File: src/rtl/slot_sched_pkg.sv
package slot_sched_pkg;

   // source of slot boundaries
   typedef enum logic {
      SRC_BCAST = 1'b0,
      SRC_TIMER = 1'b1
   } slot_src_e;

   // default geometry
   localparam int unsigned DEF_NUM_VC    = 8;
   localparam int unsigned DEF_NUM_SLOTS = 256;
   localparam int unsigned DEF_LEN_W     = 16;
   // 100 us at 125 MHz
   localparam int unsigned DEF_RST_LEN   = 12500;

endpackage

File: src/rtl/slot_timer.sv
module slot_timer
   import slot_sched_pkg::*;
#(
   parameter int unsigned SLOT_W  = 8,
   parameter int unsigned LEN_W   = 16,
   parameter int unsigned RST_LEN = 12500
) (
   input  logic              clk,
   input  logic              rst_n,
   input  slot_src_e         src,
   input  logic              sos_pulse,
   input  logic [SLOT_W-1:0] sos_slot,
   input  logic              len_we,
   input  logic [LEN_W-1:0]  len_val,
   output logic [SLOT_W-1:0] cur_slot,
   output logic [SLOT_W-1:0] nxt_slot,
   output logic              bnd
);

   logic [LEN_W-1:0]  len_q;
   logic [LEN_W-1:0]  cnt_q;
   logic [LEN_W-1:0]  last_cnt;
   logic              hit;
   logic [SLOT_W-1:0] slot_q;

   // a programmed length of zero acts as one cycle
   assign last_cnt = (len_q == '0) ? '0 : len_q - 1'b1;
   // >= so that a shortened length ends the slot at once
   assign hit      = (src == SRC_TIMER) && (cnt_q >= last_cnt);
   assign bnd      = (src == SRC_TIMER) ? hit : sos_pulse;
   assign nxt_slot = (src == SRC_TIMER) ? slot_q + 1'b1 : sos_slot;
   assign cur_slot = slot_q;

   always_ff @(posedge clk or negedge rst_n) begin
      if (!rst_n) begin
         len_q <= LEN_W'(RST_LEN);
      end else if (len_we) begin
         len_q <= len_val;
      end
   end

   always_ff @(posedge clk or negedge rst_n) begin
      if (!rst_n) begin
         cnt_q <= '0;
      end else if (src != SRC_TIMER || hit) begin
         cnt_q <= '0;
      end else begin
         cnt_q <= cnt_q + 1'b1;
      end
   end

   always_ff @(posedge clk or negedge rst_n) begin
      if (!rst_n) begin
         slot_q <= '0;
      end else if (bnd) begin
         slot_q <= nxt_slot;
      end
   end

endmodule

File: src/rtl/slot_table.sv
module slot_table #(
   parameter int unsigned NUM_VC    = 8,
   parameter int unsigned NUM_SLOTS = 256,
   localparam int unsigned SLOT_W   = $clog2(NUM_SLOTS)
) (
   input  logic              clk,
   input  logic              rst_n,
   input  logic              wr_en,
   input  logic [SLOT_W-1:0] wr_row,
   input  logic [NUM_VC-1:0] wr_mask,
   input  logic [SLOT_W-1:0] rd_row,
   output logic [NUM_VC-1:0] rd_mask
);

   logic [NUM_VC-1:0] rows [NUM_SLOTS];

   for (genvar r = 0; r < NUM_SLOTS; r++) begin : g_row
      always_ff @(posedge clk or negedge rst_n) begin
         if (!rst_n) begin
            rows[r] <= '1;
         end else if (wr_en && wr_row == SLOT_W'(r)) begin
            rows[r] <= wr_mask;
         end
      end
   end

   // forward a write that targets the row being fetched on the same edge
   assign rd_mask = (wr_en && wr_row == rd_row) ? wr_mask : rows[rd_row];

endmodule

File: src/rtl/slot_gate.sv
module slot_gate #(
   parameter int unsigned NUM_VC    = 8,
   parameter bit          REG_GRANT = 1'b0
) (
   input  logic              clk,
   input  logic              rst_n,
   input  logic              bnd,
   input  logic [NUM_VC-1:0] row_mask,
   input  logic [NUM_VC-1:0] arb_elig,
   output logic [NUM_VC-1:0] mask,
   output logic              start,
   output logic [NUM_VC-1:0] grant
);

   logic [NUM_VC-1:0] mask_q;
   logic              start_q;

   always_ff @(posedge clk or negedge rst_n) begin
      if (!rst_n) begin
         mask_q  <= '1;
         start_q <= 1'b0;
      end else begin
         start_q <= bnd;
         if (bnd) begin
            mask_q <= row_mask;
         end
      end
   end

   assign mask  = mask_q;
   assign start = start_q;

   if (REG_GRANT) begin : g_reg_grant
      logic [NUM_VC-1:0] grant_q;
      always_ff @(posedge clk or negedge rst_n) begin
         if (!rst_n) begin
            grant_q <= '0;
         end else begin
            grant_q <= arb_elig & mask_q;
         end
      end
      assign grant = grant_q;
   end else begin : g_comb_grant
      assign grant = arb_elig & mask_q;
   end

endmodule

File: src/rtl/slot_sched_gate.sv
module slot_sched_gate
   import slot_sched_pkg::*;
#(
   parameter int unsigned NUM_VC    = DEF_NUM_VC,
   parameter int unsigned NUM_SLOTS = DEF_NUM_SLOTS,
   parameter int unsigned LEN_W     = DEF_LEN_W,
   parameter int unsigned RST_LEN   = DEF_RST_LEN,
   parameter bit          REG_GRANT = 1'b0,
   localparam int unsigned SLOT_W   = $clog2(NUM_SLOTS)
) (
   input  logic              clk,
   input  logic              rst_n,
   input  logic              mode_local,
   input  logic              sos_pulse,
   input  logic [SLOT_W-1:0] sos_slot,
   input  logic              tbl_we,
   input  logic [SLOT_W-1:0] tbl_row,
   input  logic [NUM_VC-1:0] tbl_mask,
   input  logic              len_we,
   input  logic [LEN_W-1:0]  len_val,
   input  logic [NUM_VC-1:0] arb_elig,
   output logic [NUM_VC-1:0] grant,
   output logic [NUM_VC-1:0] slot_mask,
   output logic [SLOT_W-1:0] cur_slot,
   output logic              slot_start
);

   // elaboration-time parameter checks
   if (NUM_VC < 1) begin : g_bad_vc
      $error("slot_sched_gate: NUM_VC must be at least 1");
   end
   if (NUM_SLOTS < 2 || (NUM_SLOTS & (NUM_SLOTS - 1)) != 0) begin : g_bad_slots
      $error("slot_sched_gate: NUM_SLOTS must be a power of two, at least 2");
   end
   if (LEN_W < 2 || LEN_W > 31) begin : g_bad_len_w
      $error("slot_sched_gate: LEN_W must lie in 2..31");
   end
   if (RST_LEN >= (1 << LEN_W)) begin : g_bad_rst_len
      $error("slot_sched_gate: RST_LEN does not fit in LEN_W bits");
   end

   slot_src_e         src;
   logic              bnd;
   logic [SLOT_W-1:0] nxt_slot;
   logic [NUM_VC-1:0] row_mask;

   assign src = mode_local ? SRC_TIMER : SRC_BCAST;

   slot_timer #(
      .SLOT_W  (SLOT_W),
      .LEN_W   (LEN_W),
      .RST_LEN (RST_LEN)
   ) u_timer (
      .clk       (clk),
      .rst_n     (rst_n),
      .src       (src),
      .sos_pulse (sos_pulse),
      .sos_slot  (sos_slot),
      .len_we    (len_we),
      .len_val   (len_val),
      .cur_slot  (cur_slot),
      .nxt_slot  (nxt_slot),
      .bnd       (bnd)
   );

   slot_table #(
      .NUM_VC    (NUM_VC),
      .NUM_SLOTS (NUM_SLOTS)
   ) u_table (
      .clk     (clk),
      .rst_n   (rst_n),
      .wr_en   (tbl_we),
      .wr_row  (tbl_row),
      .wr_mask (tbl_mask),
      .rd_row  (nxt_slot),
      .rd_mask (row_mask)
   );

   slot_gate #(
      .NUM_VC    (NUM_VC),
      .REG_GRANT (REG_GRANT)
   ) u_gate (
      .clk      (clk),
      .rst_n    (rst_n),
      .bnd      (bnd),
      .row_mask (row_mask),
      .arb_elig (arb_elig),
      .mask     (slot_mask),
      .start    (slot_start),
      .grant    (grant)
   );

endmodule

File: config.mk
export PLATFORM = sky130hd
export DESIGN_NAME = slot_sched_gate
export DESIGN_NICKNAME = d
export VERILOG_FILES = /design/src/rtl/slot_sched_pkg.sv /design/src/rtl/slot_timer.sv /design/src/rtl/slot_table.sv /design/src/rtl/slot_gate.sv /design/src/rtl/slot_sched_gate.sv
export SDC_FILE = /design/constraint.sdc
export NUM_CORES = 2
export LEC_CHECK = 0
export BUFFER_PORTS_ARGS = -buffer_cell sky130_fd_sc_hd__buf_2
export CAP_MARGIN = 20
export CORE_MARGIN = 3
export CORE_UTILIZATION = 30
export CTS_BUF_LIST = sky130_fd_sc_hd__clkbuf_16
export DETAILED_ROUTE_END_ITERATION = 16
export GPL_TIMING_DRIVEN = 0
export MAX_ROUTING_LAYER = met4
export SYNTH_ARGS = -nofsm -noshare
export SYNTH_HDL_FRONTEND = slang
export SYNTH_HIERARCHICAL = 1
export SYNTH_SLANG_ARGS = --single-unit
File: constraint.sdc
create_clock -name clk -period 3 [get_ports clk]
set_input_delay 0.15 -clock clk [delete_from_list [all_inputs] [get_ports clk]]
set_output_delay 0.15 -clock clk [all_outputs]
set_load 0.05 [all_outputs]
# --- Word level (Yosys, flattened, before mapping) ---
# Index checks and enable logic that the tools add are counted.
op_classes:
  n_addsub: 3
  magnitude_cmp: 2
  n_eq_ne: 256
  muxes: 9
  bitwise: 3
  n_reduce_logical: 261
ops:
  columns: ["op", "n"]
  rows:
  - ["$eq A8 B8 Y1 const B", 128]
  - ["$eq A8 B7 Y1 const B", 64]
  - ["$logic_and A1 B1 Y1", 258]
  - ["$eq A8 B6 Y1 const B", 32]
  - ["$eq A8 B5 Y1 const B", 16]
  - ["$bmux W8 S8", 1]
  - ["$eq A8 B4 Y1 const B", 8]
  - ["$eq A8 B3 Y1 const B", 4]
  - ["$mux W16", 2]
  - ["$mux W8", 4]
  - ["$add A16 B1 Y16 const B", 1]
  - ["$eq A8 B2 Y1 const B", 2]
  - ["$ge A16 B16 Y1", 1]
  - ["$logic_not A16 Y1", 1]
  - ["$sub A16 B1 Y16 const B", 1]
  - ["$ge A9 B9 Y1 const B", 1]
  - ["$not A8 Y9", 1]
  - ["$add A8 B1 Y8 const B", 1]
  - ["$and A8 B8 Y8", 1]
  - ["$eq A8 B1 Y1 const B", 1]
  - ["$eq A8 B8 Y1", 1]
  - ["$logic_not A8 Y1", 1]
  - ["$mux W1", 2]
  - ["$logic_or A1 B1 Y1", 1]
  - ["$not A1 Y1", 1]
word_totals:
  ff_bits: 2097
  in_bits: 54
  output_inout_bits: 25

# --- Logic depth before layout (Yosys ltp) ---
depth:
  word_depth: 7
  mapped_depth: 18
  depth_no_buf: 12

# --- Hierarchy ---
# The synthesis kept the hierarchy.
by_module_without_submodules:
  columns: ["module", "n_inst", "cells_each", "area_each_um2"]
  rows:
  - ["slot_table", 1, 6253, 96630.2]
  - ["slot_timer", 1, 260, 2514.9]
  - ["slot_gate", 1, 26, 416.6]

# --- Worst setup path after synthesis ---
# Ideal clock, no wire load.
synth_path:
  path_type: "reg2reg"
  startpoint: "register u_timer.slot_q[0] (netlist: u_timer/cur_slot[0])"
  endpoint: "register u_gate.mask_q[2] (netlist: u_gate/mask[2])"
  t_arrival_ns: 3.550
  t_required_ns: 2.918
  setup_slack_ns: -0.632
  stages_incl_launch_ff: 16
  path_buffers: 4
  synth_period_minus_slack_ns: 3.632
  cell_sequence: "dfrtp_1 ha_1 nand3_1 xor2_1 a21oi_1 clkbuf_1 buf_1 buf_6 clkbuf_1 mux2i_1 nor2_1 a21oi_1 nand4_1 a211oi_1 a21oi_1 mux2_4"
synth_via:
  elab_chain_len: 7
synth_rtl:
  columns: ["item", "line", "text"]
  rows:
  - ["start, declared", "slot_timer.sv:24", "logic [SLOT_W-1:0] slot_q;"]
  - ["start signal, assigned", "slot_timer.sv:56", "slot_q <= nxt_slot;"]
  - ["$add A8 B1 Y8 *", "slot_timer.sv:31", "assign nxt_slot = (src == SRC_TIMER) ? slot_q + 1'b1 : sos_slot;"]
  - ["$mux W8 *", "slot_timer.sv:31", null]
  - ["via nxt_slot[4]", "slot_sched_gate.sv:44", "logic [SLOT_W-1:0] nxt_slot;"]
  - ["$not A8 Y9 (not written as such)", "slot_table.sv:28", "assign rd_mask = (wr_en && wr_row == rd_row) ? wr_mask : rows[rd_row];"]
  - ["$bmux W8 S8", "slot_table.sv:28", null]
  - ["$mux W8 (not written as such) (2 in a row)", "slot_table.sv:28", null]
  - ["$mux W8 *", "slot_table.sv:28", null]
  - ["via row_mask[2]", "slot_sched_gate.sv:45", "logic [NUM_VC-1:0] row_mask;"]
  - ["end signal, assigned", "slot_gate.sv:25", "mask_q <= row_mask;"]
  - ["end, declared", "slot_gate.sv:15", "logic [NUM_VC-1:0] mask_q;"]
# Mark *: on every way through the listed nets, which the timed path passes. The rest lies on a longest branch. The select of a mux whose other input is x is not followed.
# A chain may end at the register's enable or synchronous reset.

# --- Final worst setup path ---
# Ends and elaborated chain as after synthesis.

==> metrics.md <==
| Metric | Value |
|---|---|
| Clock root buffer | clkbuf_16 |
| WS Path Type | flop to flop |
| Tcrit/Tclk final | 142% |
| Min Hold Slack | -0.382 ns |
| Most Frequent Cell on Critical Path | buf_16 |
| Gate Count Post-Synth | about 6500 |
| Clock Skews | ~0.11 ns |
| # Max-Cap Violations | 0 |
| Vias in the first global route | 66800 |
| Leading area contributor after synthesis | dfstp_2 |
| Number of synthesized flops with an enable pin | 0 |
| Tot GR Track Use | 25.9% |
| GP Congestion | slightly above 1 |
| Main synth FF type | dfstp_2 |
| Vias/cell | 5.67 |
| Hpwl dp | 317 mm |
| Largest net degree at the start of global routing | 182 |
| Skew-Pair Late Insertion Delay | between 0.9 and 1 ns |
| Crit Path Max Fanout | 7 |
| Max Buffers Root-to-Sink | 4 |
| Outcome | finished, violations left |
| Die area | 339000 um^2 |
| Fin. Hold Viols | roughly 130 |
| Fillers | 31000 |
| RSZ-0062 raised after global routing | yes |
| VDD IR max | 0.528 mV |
| Ordered cell list for the critical path | ha_4, mux2_4, buf_12, buf_16, buf_16, buf_16, buf_16, mux4_2, a22o_1, o21ai_4, a31oi_4, a211oi_4, a21oi_4, mux2_4 |
| Nets | 7217 |
| Die Wd | 582 um |
| Multi-input gate area | approximately 44000 um^2 |
| CP Launch Point | u_timer/cur_slot[0]$_DFFE_PN0P_ |
| Setup crit start kind | flop |
| Avg WL per Cell | 37.5 um |
| WL final | ~440 mm |
| Clk slew on worst S/H paths | 0.06 ns |
| # IOs | 79 |
| DR iter-0 viols | ~7700 |
| Commonest cells in the netlist | 2124 x mux2_2, 2062 x dfstp_2, 380 x mux4_2, 325 x clkbuf_1, 293 x nor2_1 |
| Final ANT Viol Nets | 0 |
| Power Density | around 690 nW/um^2 |
| Setup Viol. Count Final | 374 |
| R2R Path Start | u_timer/cur_slot[0]$_DFFE_PN0P_ |
| Post-Syn Nets | 6613 |
| Top-count cell post-synth | mux2_2 |
| Fmax | ~0.23 GHz |
| Placed cells | 11000 |
| Final Instance Count excl. Fillers | 11700 |
| Vias | 66300 |
| Core Box Area | 329000 um^2 |
| Mapped cell area | roughly 100000 um^2 |
| Sink Count | 2097 |
| Final WS setup | -1.27 ns |
| Number of I/O port buffers | 64 |
| Measured slew at the worst slew-check pin | about 1.3 ns |
| Post-synth ARST share | between 90% and 100% |
| Critical path endpoint category | flop |
| Slowest-stage cell, CP | dfrtp_4 |
| Share of cells above drive strength 1 | 78.4% |
| Register Area | 55100 um^2 |
| FF-to-FF setup slack | -1.27 ns |
| Critical path data required time | 3.81 ns |
| Placed Area | ~110000 um^2 |
| Main area contributors after synthesis | dfstp_2 54%, mux2_2 24%, mux4_2 8.6% |
| R2r endpoint | u_gate/mask[2]$_DFFE_PN1P_ |
| CP endpoint | u_gate/mask[2]$_DFFE_PN1P_ |
| Area Growth Syn to Fin | 20.8% |
| Syn Area/Cell | 15.2 um^2 |
| DR DRC count | 0 |
| Netlist cell types | 68 |
| Htree depth | 4 |
| Failing checks | negative hold slack, negative setup slack |
| Share of the synthesized area in the top cell type | a little over half |
| Final slew viol count | 0 |
| Tmin final | 4.27 ns |
| Register area share after synthesis | 55.3% |
| Worst Reg-to-Reg Cells | 14 |
| Grt ovf | 0 |
| Synth Register Bits | 2097 |
| Clock buffer count from CTS | between 200 and 250 |
| Die Y | 582 um |
| Tot Pwr | 82.6 mW |
| Drt pass-1 iters | 7 |
| Starting Density | 30.3% |
| HP Class | primary input to asynchronous set/reset pin |
| Max incr delay on CP | 0.57 ns |
| Arrival time at the worst endpoint | 5.07 ns |
| Static Leak | 47.4 nW |
| CTS tree | built |
| Fin Setup TNS | -36.67 ns |
| Row count | 210 |
| Synthesis warning total | 6 |
| Post-route cell area | 120000 um^2 |
| Rel. slew slack | between 10% and 20% |
| First-pass GRT wire length | 587 mm |
| Antenna violations before repair | 56 |
==> placed cells by master (no fill, tap or decap), drive strengths merged, types with 9 or more instances in the layout <==
| cell | n |
|---|---|
| nor2 | 293 |
| dfrtp | 35 |
| a22oi | 65 |
| nand2 | 218 |
| nor2b | 26 |
| nand4 | 19 |
| buf | 465 |
| o21ai | 52 |
| diode | 39 |
| a2111o | 9 |
| mux2 | 2132 |
| nor3 | 48 |
| nand2b | 29 |
| nor4 | 13 |
| mux4 | 410 |
| a211oi | 17 |
| inv | 67 |
| mux2i | 185 |
| bufinv | 13 |
| dlygate4sd3 | 53 |
| nand3 | 39 |
| a21oi | 102 |
| clkinv | 112 |
| o22ai | 31 |
| xor2 | 20 |
| a2111oi | 16 |
| o221ai | 51 |
| and3 | 9 |
| clkbuf | 561 |
| xnor2 | 22 |
| and2 | 21 |
| a221oi | 11 |
| a31oi | 9 |
| a22o | 26 |
| dfstp | 2062 |
| ha | 20 |
| or4 | 14 |
==> report_power, final <==
part,total [mW],leakage (nW),internal [mW],switching [mW]
sequential,31.7,21.7,30.8,0.848
combinational,23.6,22.0,8.31,15.3
clock,27.3,3.70,15.2,12.2
total,82.6,47.4,54.3,28.3
==> worst min path at each step <==
stage	startpoint	endpoint	slack (ns)	depth (start not counted)
finish	rst_n	u_table/rows[49]$_DFFE_PN1P_	-0.38	1
global route	rst_n	u_table/rows[49]$_DFFE_PN1P_	-0.27	1
CTS	rst_n	u_table/rows[46]$_DFFE_PN1P_	-0.35	1
detailed placement	len_val[1]	u_timer/len_q[1]$_DFFE_PN0P_	0.37	3
global placement	len_val[1]	u_timer/len_q[1]$_DFFE_PN0P_	0.37	3
floorplan	rst_n	u_gate/start$_DFF_PN0_	-0.15	0
==> worst max-delay path, delay by kind of cell (launching register included) <==
| family | cells | cell delay, ns |
|---|---|---|
| buf+inv | 5 | 0.96 |
| flops | 1 | 0.57 |
| fa+ha+maj | 1 | 0.30 |
| compound gates | 5 | 1.33 |
| mux | 3 | 0.93 |
==> logic make-up after synthesis <==
group / Yosys count / synth area share, %
multiplexers: 2727 / 35.4
adder cells (fa/ha/maj): 20 / 0.251
AND/OR/NAND/NOR: 749 / 3.36
AO/OA/AOI/OAI: 416 / 2.93
buffers and inverters: 488 / 2.40
XOR/XNOR: 42 / 0.369
flip-flops: 2097 / 55.3
==> area by class of cell <==
type,count,area share [%]
tap,4346,4.52
multi-input combinational,3954,36.8
sequential,2097,45.8
inverter,11,0.0468
timing repair buffer,374,3.18
buffer,472,3.73
clock buffer,234,4.87
clock inverter,183,1.02
antenna,39,0.0812
==> stage by stage <==
step	setup WS (ns)	utilization [%]
final	-1.27	36.6
after global routing	-1.21	36.6
after floorplan	-0.169	-
after CTS	-1.19	36.0
after detailed placement	-3.95	32.5
after global placement	-45.48	32.1
==> registers in the layout, summed over array words and instances, names as in the netlist <==
name	flops
u_timer/len_q	16
u_table/rows	2048
u_timer/cur_slot	8
u_gate/mask	8
u_gate/start	1
u_timer/cnt_q	16
==> metal layers <==
| layer | up-vias | track usage (%) | share of wire, % |
|---|---|---|---|
| met1 | 36400 | 32.8 | 40 |
| met2 | 3460 | 37.1 | 43 |
| met5 | - | - | 0 |
| met4 | 0 | 14.3 | 6.5 |
| met3 | 924 | 7.58 | 10 |
| li1 | 25600 | - | - |
==> what timing repair did <==
item / in CTS / in global routing
gates resized for setup: 679 / 205
cloned: 1 / 2
pin swaps: 63 / 68
setup endpoints to repair: 56 / 388
hold buffers: 52 / 1
setup buffers: 102 / 86
hold endpoints to repair: 312 / 130
Note: power is estimated with default switching activity, not from simulation.
